File: src/rtl/sinc_pkg.sv
package sinc_pkg;
  // Maps a ratio code to log2 of the decimation ratio; 0 means disabled.
  function automatic int unsigned ratio_log2(input logic [3:0] code, input int unsigned max_log2);
    int unsigned l;
    l = int'(code) + 2;
    if (code == 4'd0 || l > max_log2) return 0;
    return l;
  endfunction

  function automatic logic order_ok(input logic [3:0] ord, input int unsigned max_order);
    return (ord != 4'd0) && (int'(ord) <= max_order);
  endfunction
endpackage

File: src/rtl/sinc_integ.sv
module sinc_integ #(
  parameter int ACC_W     = 42,
  parameter int MAX_ORDER = 5,
  parameter int OW        = $clog2(MAX_ORDER + 1)
) (
  input  logic                    clk,
  input  logic                    rst,
  input  logic                    clr,
  input  logic                    en,
  input  logic                    din,
  input  logic [OW-1:0]           order,
  output logic signed [ACC_W-1:0] tap
);
  logic signed [ACC_W-1:0] acc [MAX_ORDER];
  logic signed [ACC_W-1:0] nxt [MAX_ORDER];
  logic signed [ACC_W-1:0] step;

  assign step = din ? ACC_W'(1) : {ACC_W{1'b1}};

  always_comb begin
    nxt[0] = acc[0] + step;
    for (int k = 1; k < MAX_ORDER; k++) nxt[k] = acc[k] + nxt[k-1];
  end

  assign tap = nxt[order - OW'(1)];

  generate
    for (genvar g = 0; g < MAX_ORDER; g++) begin : g_stage
      always_ff @(posedge clk) begin
        if (rst || clr) acc[g] <= '0;
        else if (en && (g < int'(order))) acc[g] <= nxt[g];
      end
    end
  endgenerate

  assert_idle_hold_R11: assert property (@(posedge clk) disable iff (rst)
    (!en && !clr) |=> $stable(acc[0]));
endmodule

File: src/rtl/sinc_comb.sv
module sinc_comb #(
  parameter int ACC_W     = 42,
  parameter int MAX_ORDER = 5,
  parameter int OW        = $clog2(MAX_ORDER + 1)
) (
  input  logic                    clk,
  input  logic                    rst,
  input  logic                    clr,
  input  logic                    go,
  input  logic signed [ACC_W-1:0] din,
  input  logic [OW-1:0]           order,
  output logic signed [ACC_W-1:0] dout,
  output logic                    dout_go
);
  logic signed [ACC_W-1:0] dly [MAX_ORDER];
  logic signed [ACC_W-1:0] dif [MAX_ORDER];
  logic [OW-1:0]           skip_cnt;

  always_comb begin
    dif[0] = din - dly[0];
    for (int k = 1; k < MAX_ORDER; k++) dif[k] = dif[k-1] - dly[k];
  end

  always_ff @(posedge clk) begin
    if (rst || clr) begin
      for (int k = 0; k < MAX_ORDER; k++) dly[k] <= '0;
      skip_cnt <= '0;
      dout_go  <= 1'b0;
      dout     <= '0;
    end else begin
      dout_go <= 1'b0;
      if (go) begin
        dly[0] <= din;
        for (int k = 1; k < MAX_ORDER; k++)
          if (k < int'(order)) dly[k] <= dif[k-1];
        dout <= dif[order - OW'(1)];
        if (skip_cnt == order) dout_go <= 1'b1;
        else skip_cnt <= skip_cnt + OW'(1);
      end
    end
  end

  // a word leaves only once the skip counter has reached the order.
  assert_skip_first_R6: assert property (@(posedge clk) disable iff (rst)
    dout_go |-> (skip_cnt == order));
endmodule

File: src/rtl/sinc_scale.sv
module sinc_scale #(
  parameter int ACC_W = 42,
  parameter int OUT_W = 24,
  parameter int GW    = 6
) (
  input  logic                    clk,
  input  logic                    rst,
  input  logic                    go,
  input  logic                    keep,
  input  logic signed [ACC_W-1:0] din,
  input  logic [GW-1:0]           gain,
  output logic [OUT_W-1:0]        dout,
  output logic                    dout_vld
);
  localparam int WIDE_W = ACC_W + OUT_W - 1;
  localparam logic signed [WIDE_W-1:0] POS_MAX =
    {{(WIDE_W-OUT_W+1){1'b0}}, {(OUT_W-1){1'b1}}};
  localparam logic signed [WIDE_W-1:0] NEG_MIN =
    {{(WIDE_W-OUT_W+1){1'b1}}, {(OUT_W-1){1'b0}}};

  logic signed [WIDE_W-1:0] wide;
  logic [OUT_W-1:0]         sat;

  assign wide = $signed({din, {(OUT_W-1){1'b0}}}) >>> gain;

  always_comb begin
    if (wide > POS_MAX)      sat = {1'b0, {(OUT_W-1){1'b1}}};
    else if (wide < NEG_MIN) sat = {1'b1, {(OUT_W-1){1'b0}}};
    else                     sat = wide[OUT_W-1:0];
  end

  always_ff @(posedge clk) begin
    if (rst) begin
      dout     <= '0;
      dout_vld <= 1'b0;
    end else begin
      dout_vld <= go && keep;
      if (go) dout <= sat;
    end
  end

  assert_no_wrap_R3: assert property (@(posedge clk) disable iff (rst)
    (go && !din[ACC_W-1]) |=> !dout[OUT_W-1]);
endmodule

File: src/rtl/sinc_decim.sv
module sinc_decim #(
  parameter int OUT_W     = 24,
  parameter int MAX_ORDER = 5,
  parameter int MAX_LOG2  = 8,
  parameter int CODE_W    = 4
) (
  input  logic              clk,
  input  logic              rst,
  input  logic              run,
  input  logic              pdm_stb,
  input  logic              pdm_bit,
  input  logic [CODE_W-1:0] cfg_order,
  input  logic [CODE_W-1:0] cfg_ratio,
  output logic [OUT_W-1:0]  pcm_data,
  output logic              pcm_valid
);
  import sinc_pkg::*;

  localparam int ACC_W = MAX_ORDER * MAX_LOG2 + 2;
  localparam int OW    = $clog2(MAX_ORDER + 1);
  localparam int LW    = $clog2(MAX_LOG2 + 1);
  localparam int GW    = $clog2(MAX_ORDER * MAX_LOG2 + 1);
  localparam logic [OW-1:0] ORDER_RST = OW'(3);

  logic                    run_q, start, clr, en;
  logic [OW-1:0]           order_q;
  logic [LW-1:0]           log_q;
  logic [MAX_LOG2-1:0]     phase, mask;
  logic                    dec_go, comb_go;
  logic signed [ACC_W-1:0] tap, dec_val, comb_val;
  logic [GW-1:0]           gain;

  assign start = run && !run_q;
  assign clr   = start || !run;
  assign en    = run && run_q && pdm_stb && (log_q != '0);
  assign mask  = ~({MAX_LOG2{1'b1}} << log_q);
  assign gain  = GW'(order_q) * GW'(log_q);

  always_ff @(posedge clk) begin
    if (rst) begin
      run_q   <= 1'b0;
      order_q <= ORDER_RST;
      log_q   <= '0;
      phase   <= '0;
      dec_go  <= 1'b0;
      dec_val <= '0;
    end else begin
      run_q  <= run;
      dec_go <= 1'b0;
      if (start) begin
        if (order_ok(4'(cfg_order), MAX_ORDER)) order_q <= OW'(cfg_order);
        log_q <= LW'(ratio_log2(4'(cfg_ratio), MAX_LOG2));
      end
      if (clr) begin
        phase <= '0;
      end else if (en) begin
        if (phase == mask) begin
          phase   <= '0;
          dec_go  <= 1'b1;
          dec_val <= tap;
        end else begin
          phase <= phase + MAX_LOG2'(1);
        end
      end
    end
  end

  sinc_integ #(.ACC_W(ACC_W), .MAX_ORDER(MAX_ORDER), .OW(OW)) u_integ (
    .clk(clk), .rst(rst), .clr(clr), .en(en), .din(pdm_bit),
    .order(order_q), .tap(tap));

  sinc_comb #(.ACC_W(ACC_W), .MAX_ORDER(MAX_ORDER), .OW(OW)) u_comb (
    .clk(clk), .rst(rst), .clr(clr), .go(dec_go && !clr), .din(dec_val),
    .order(order_q), .dout(comb_val), .dout_go(comb_go));

  sinc_scale #(.ACC_W(ACC_W), .OUT_W(OUT_W), .GW(GW)) u_scale (
    .clk(clk), .rst(rst), .go(comb_go), .keep(run), .din(comb_val),
    .gain(gain), .dout(pcm_data), .dout_vld(pcm_valid));

  assert_cfg_hold_R10: assert property (@(posedge clk) disable iff (rst)
    (run_q && run) |=> ($stable(order_q) && $stable(log_q)));

  assert_disabled_silent_R8: assert property (@(posedge clk) disable iff (rst)
    (log_q == '0) |-> !pcm_valid);

  assert_idle_quiet_R11: assert property (@(posedge clk) disable iff (rst)
    !run |=> !pcm_valid);

  assert_order_legal_R9: assert property (@(posedge clk) disable iff (rst)
    (order_q >= OW'(1)) && (int'(order_q) <= MAX_ORDER));
endmodule

File: config.mk
export PLATFORM = sky130hd
export DESIGN_NAME = sinc_decim
export DESIGN_NICKNAME = d
export VERILOG_FILES = /design/src/rtl/sinc_pkg.sv /design/src/rtl/sinc_integ.sv /design/src/rtl/sinc_comb.sv /design/src/rtl/sinc_scale.sv /design/src/rtl/sinc_decim.sv
export SDC_FILE = /design/constraint.sdc
export NUM_CORES = 2
export LEC_CHECK = 0
export BUFFER_PORTS_ARGS = -buffer_cell sky130_fd_sc_hd__buf_4
export CAP_MARGIN = 20
export CELL_PAD_IN_SITES_DETAIL_PLACEMENT = 1
export CELL_PAD_IN_SITES_GLOBAL_PLACEMENT = 1
export CORE_MARGIN = 5
export CORE_UTILIZATION = 55
export CTS_CLUSTER_DIAMETER = 50
export DETAILED_ROUTE_END_ITERATION = 16
export GPL_TIMING_DRIVEN = 0
export PLACE_DENSITY = 0.95
export RECOVER_POWER = 25
export SLEW_MARGIN = 40
export SYNTH_ARGS = -nofsm -noshare
export SYNTH_HDL_FRONTEND = slang
export SYNTH_SLANG_ARGS = --single-unit
File: constraint.sdc
create_clock -name clk -period 18.2 [get_ports clk]
set_input_delay 3.64 -clock clk [delete_from_list [all_inputs] [get_ports clk]]
set_output_delay 3.64 -clock clk [all_outputs]
set_load 0.01 [all_outputs]
==> results.toml <==
[logic_synthesis]
ys_ff_latch = 550
synth.net_count = 6013
synthMuxAreaShare_pct = 5.81
synth_area_leaders = "edfxtp_1 26%, ha_1 11%, dfxtp_1 5.4%, a21oi_1 5.0%, xnor2_1 4.6%"
syn-instance-count = 5560
synth_top_family_by_area = "compound AO/OA/AOI/OAI gates"
synth.distinct_cells = 100
yosysSeqAreaShare_pct = 31.6
synthAdderAreaFrac_pct = 11.6
yosys_warnings = 0
synth.cell_area_sq_um = 48100
synth_edf_count = 420
synthSimpleGateAreaFrac_pct = 16.2
synth_top_area_cell = "edfxtp_1"
synth-compound-area-share_pct = 21.7
synth_ff_type = "edfxtp_1"
synthArstFlopShare_pct = 0
synth_xor_xnor_area_share_pct = 7.33
synth_top_area_share_pct = 26.2
avgSynthCellArea_sq_um = 8.65

[grt]
met1_usage_pct = 49.0
busiest_layer = "met2"
grtUsageMet2_pct = 69.5
antenna_found_initial = 7
use_met3_pct = 8.95
grt_pass1_wl_mm = 307
grt_pass1_vias = 50085
overflow = 0
grtUsageTotal_pct = 42.2
grt_max_degree = 43

[clocking]
htreeDepth = 3
cts_resized = 0
holdBufCountCts = 0
post_cts_buffers = 0
tritoncts = "yes"
clock_latency_ps = 700
cts_buffers = 90
cts_max_path_buffers = 3
cts_sinks = 550
root_buffer = "clkbuf_16"
clk_pin_slew_ps = 50

[final_layout]
areaGrowthSynthToFinish_pct = 10.7
finalNetCount = 6166
drive_gt1_share_pct = 6.60

[floorplan]
fp.dieArea_sq_um = 93500
rows = 108
die_h_microns = 306
io_pins = 38
die_x_microns = 306
coreArea_sq_um = 86800
start_util_pct = 55.4

[worst_setup_path]
cp_slowest_cell = "a21boi_0"
arrival_ps = 17030
end_kind = "flip-flop"
reg2reg_to = "u_integ.acc[4][41]"
critPathCapture = "u_integ.acc[4][41]"
slowest_delay_ps = 700
timing.critical_path.from = "pdm_bit"
reg2reg_depth = 49
worst_ep_required_time_ps = 18610
cp_common_cell = "ha_1"
worstPathMaxFanout = 41
r2r_slack_ps = 4530
reg2reg_from = "u_integ.acc[0][0]"
crit_type = "input port to flip-flop"
startpoint_type = "input port"

[pwr]
ir_worst_vdd_uv = 324
leakagePower_nw = 23.4
p_comb_share_pct = 62.3
power.share.clock_pct = 21.4
internal-power_w = 0.00427
pwr-share-seq_pct = 16.3
power_density_nw_per_um2 = 159
total_power_w = 0.00844
swShare_pct = 49.4
switching_power_w = 0.00417

[timing]
slew_violations = 110
skew_ps = 38.5
grt_setup_unrepaired = "no"
min_period_ps = 16620
hold_viol = 0
tightest_slew_ps = 2730
relSlewSlack_pct = -81.9
fmax_ghz = 0.0602
setup_tns_ps = 0
setup_viol_count_final = 0
fin_crit_sh_pct = 91.3

[drt]
first_pass_iters = 5
finalWirelength_mm = 206
wire_per_inst_microns = 29.6
drt-vias-per-instance = 6.88
drc = 0
vias = 47799
drt_first_iter_violations = 5393
postRouteAntennaNets = 0

[status]
status = "finished with violations"
violations = "max-capacitance violations, max-slew violations"

[placed_design]
dp_hpwl_mm = 148
globalplace.congestion = 1.00
port_buffers = 36

[run]
cap_violations = 7

[min_path]
hp-class = "flip-flop to flip-flop"
## layout by cell type (no fill, tap or decap), types with 20 or more instances in the layout
master,instances
and3_1,84
edfxtp_1,420
inv_1,472
nor2_1,567
xor2_1,148
a31oi_1,70
dfxtp_1,130
and2_0,34
a311oi_1,20
clkbuf_16,99
a211oi_1,53
o21a_1,59
and2_1,166
a21o_1,220
mux4_2,49
o22ai_1,24
nor3_1,81
o21ai_0,356
nand4_1,48
buf_2,31
nand2_1,313
nand3_1,92
o21bai_1,67
o211ai_1,23
clkbuf_1,193
nor2b_1,73
xnor2_1,248
clkbuf_2,37
mux2i_1,161
a221oi_1,28
ha_1,427
a21oi_1,478
nand2b_1,72
## power by group through the flow
stage / Combinational, W / Clock [W] / Sequential, W
global route: 0.00560 / 0.00185 / 0.00138
CTS: 0.00507 / 0.00179 / 0.00138
floorplan: 0.00347 / 0 / 0.00140
finish: 0.00526 / 0.00181 / 0.00138
detailed placement: 0.00490 / 0 / 0.00140
global placement: 0.00464 / 0 / 0.00140
## worst min path at each step
| stage | startpoint | to | depth (start not counted) |
|---|---|---|---|
| floorplan | dec_val[2] | dec_val[2] | 2 |
| global placement | dec_val[8] | dec_val[8] | 2 |
| detailed placement | u_scale.dout[14] | u_scale.dout[14] | 1 |
| CTS | dec_val[8] | dec_val[8] | 2 |
| global route | u_scale.dout[14] | u_scale.dout[14] | 1 |
| finish | u_scale.dout[14] | u_scale.dout[14] | 1 |
## final cells by class
cell class	count	area, sq um
timing repair buffer	61	477
buffer	229	995
inverter	474	1780
tap	1155	1450
multi-input combinational	4307	30300
fill	10232	33500
clock buffer	116	2590
antenna	2	5.00
sequential	550	15200
clock inverter	53	487
## critical path, delay by kind of cell
kind                       cells  cell delay [ps]
AOI/OAI and AO/OA             24             6900
and+or+nand+nor               13             2100
adders and majority gates      5             1870
xor gates and xnor gates       5             1470
buffers and inverters          4              970
## per-stage QoR
step / std cells / cell area [sq um] / util, % / hold WS (ps) / setup slack (ps)
finish: 6947 / 53300 / 61.4 / 487 / 1580
global route: 6945 / 53200 / 61.4 / 505 / 1150
CTS: 6942 / 53500 / 61.6 / 491 / 2080
detailed placement: 6773 / 50400 / 58.1 / 470 / 1930
global placement: 6751 / 49800 / 57.4 / 464 / 1350
floorplan: 5560 / 48100 / - / 445 / 4670
## synth_stat cells, types with 19 or more instances
cell      count
a311oi_1     20
a21oi_1     478
inv_1       473
o22ai_1      24
xnor2_1     250
nor3_1       83
o31ai_1      19
ha_1        427
nor2b_1      73
mux4_2       49
o21ai_0     358
a221oi_1     31
buf_2        21
dfxtp_1     130
a21o_1      220
mux2i_1     161
a211oi_1     54
nand2_1     317
o21a_1       59
edfxtp_1    420
and3_1       84
and2_1      200
nand2b_1     72
a31oi_1      70
nand4_1      48
o211ai_1     23
nor2_1      572
clkbuf_1    182
xor2_1      149
o21bai_1     67
nand3_1      92
## routing by layer
metal	share of wire [%]	up-vias	wire length (microns)
met2	46	3009	94100
li1	-	20408	-
met1	36	23398	73300
met3	9.9	978	20400
met4	8.7	6	17900
met5	0.021	-	44
## flip-flops by register name, indices dropped and copies added, names as in the netlist
signal	flops
u_comb.skip_cnt	3
u_comb.dout_go	1
u_scale.dout	24
phase	8
order_q	3
u_scale.dout_vld	1
dec_go	1
u_integ.acc	210
log_q	4
run_q	1
u_comb.dout	42
u_comb.dly	210
dec_val	42
## kinds of logic after synthesis
family,count (synthesis)
AO/OA/AOI/OAI,1627
AND/OR/NAND/NOR,1622
buffers and inverters,703
flip-flops,550
adder cells (fa/ha/maj),440
XOR/XNOR,401
multiplexers,217
Note: power is estimated with default switching activity, not from simulation.
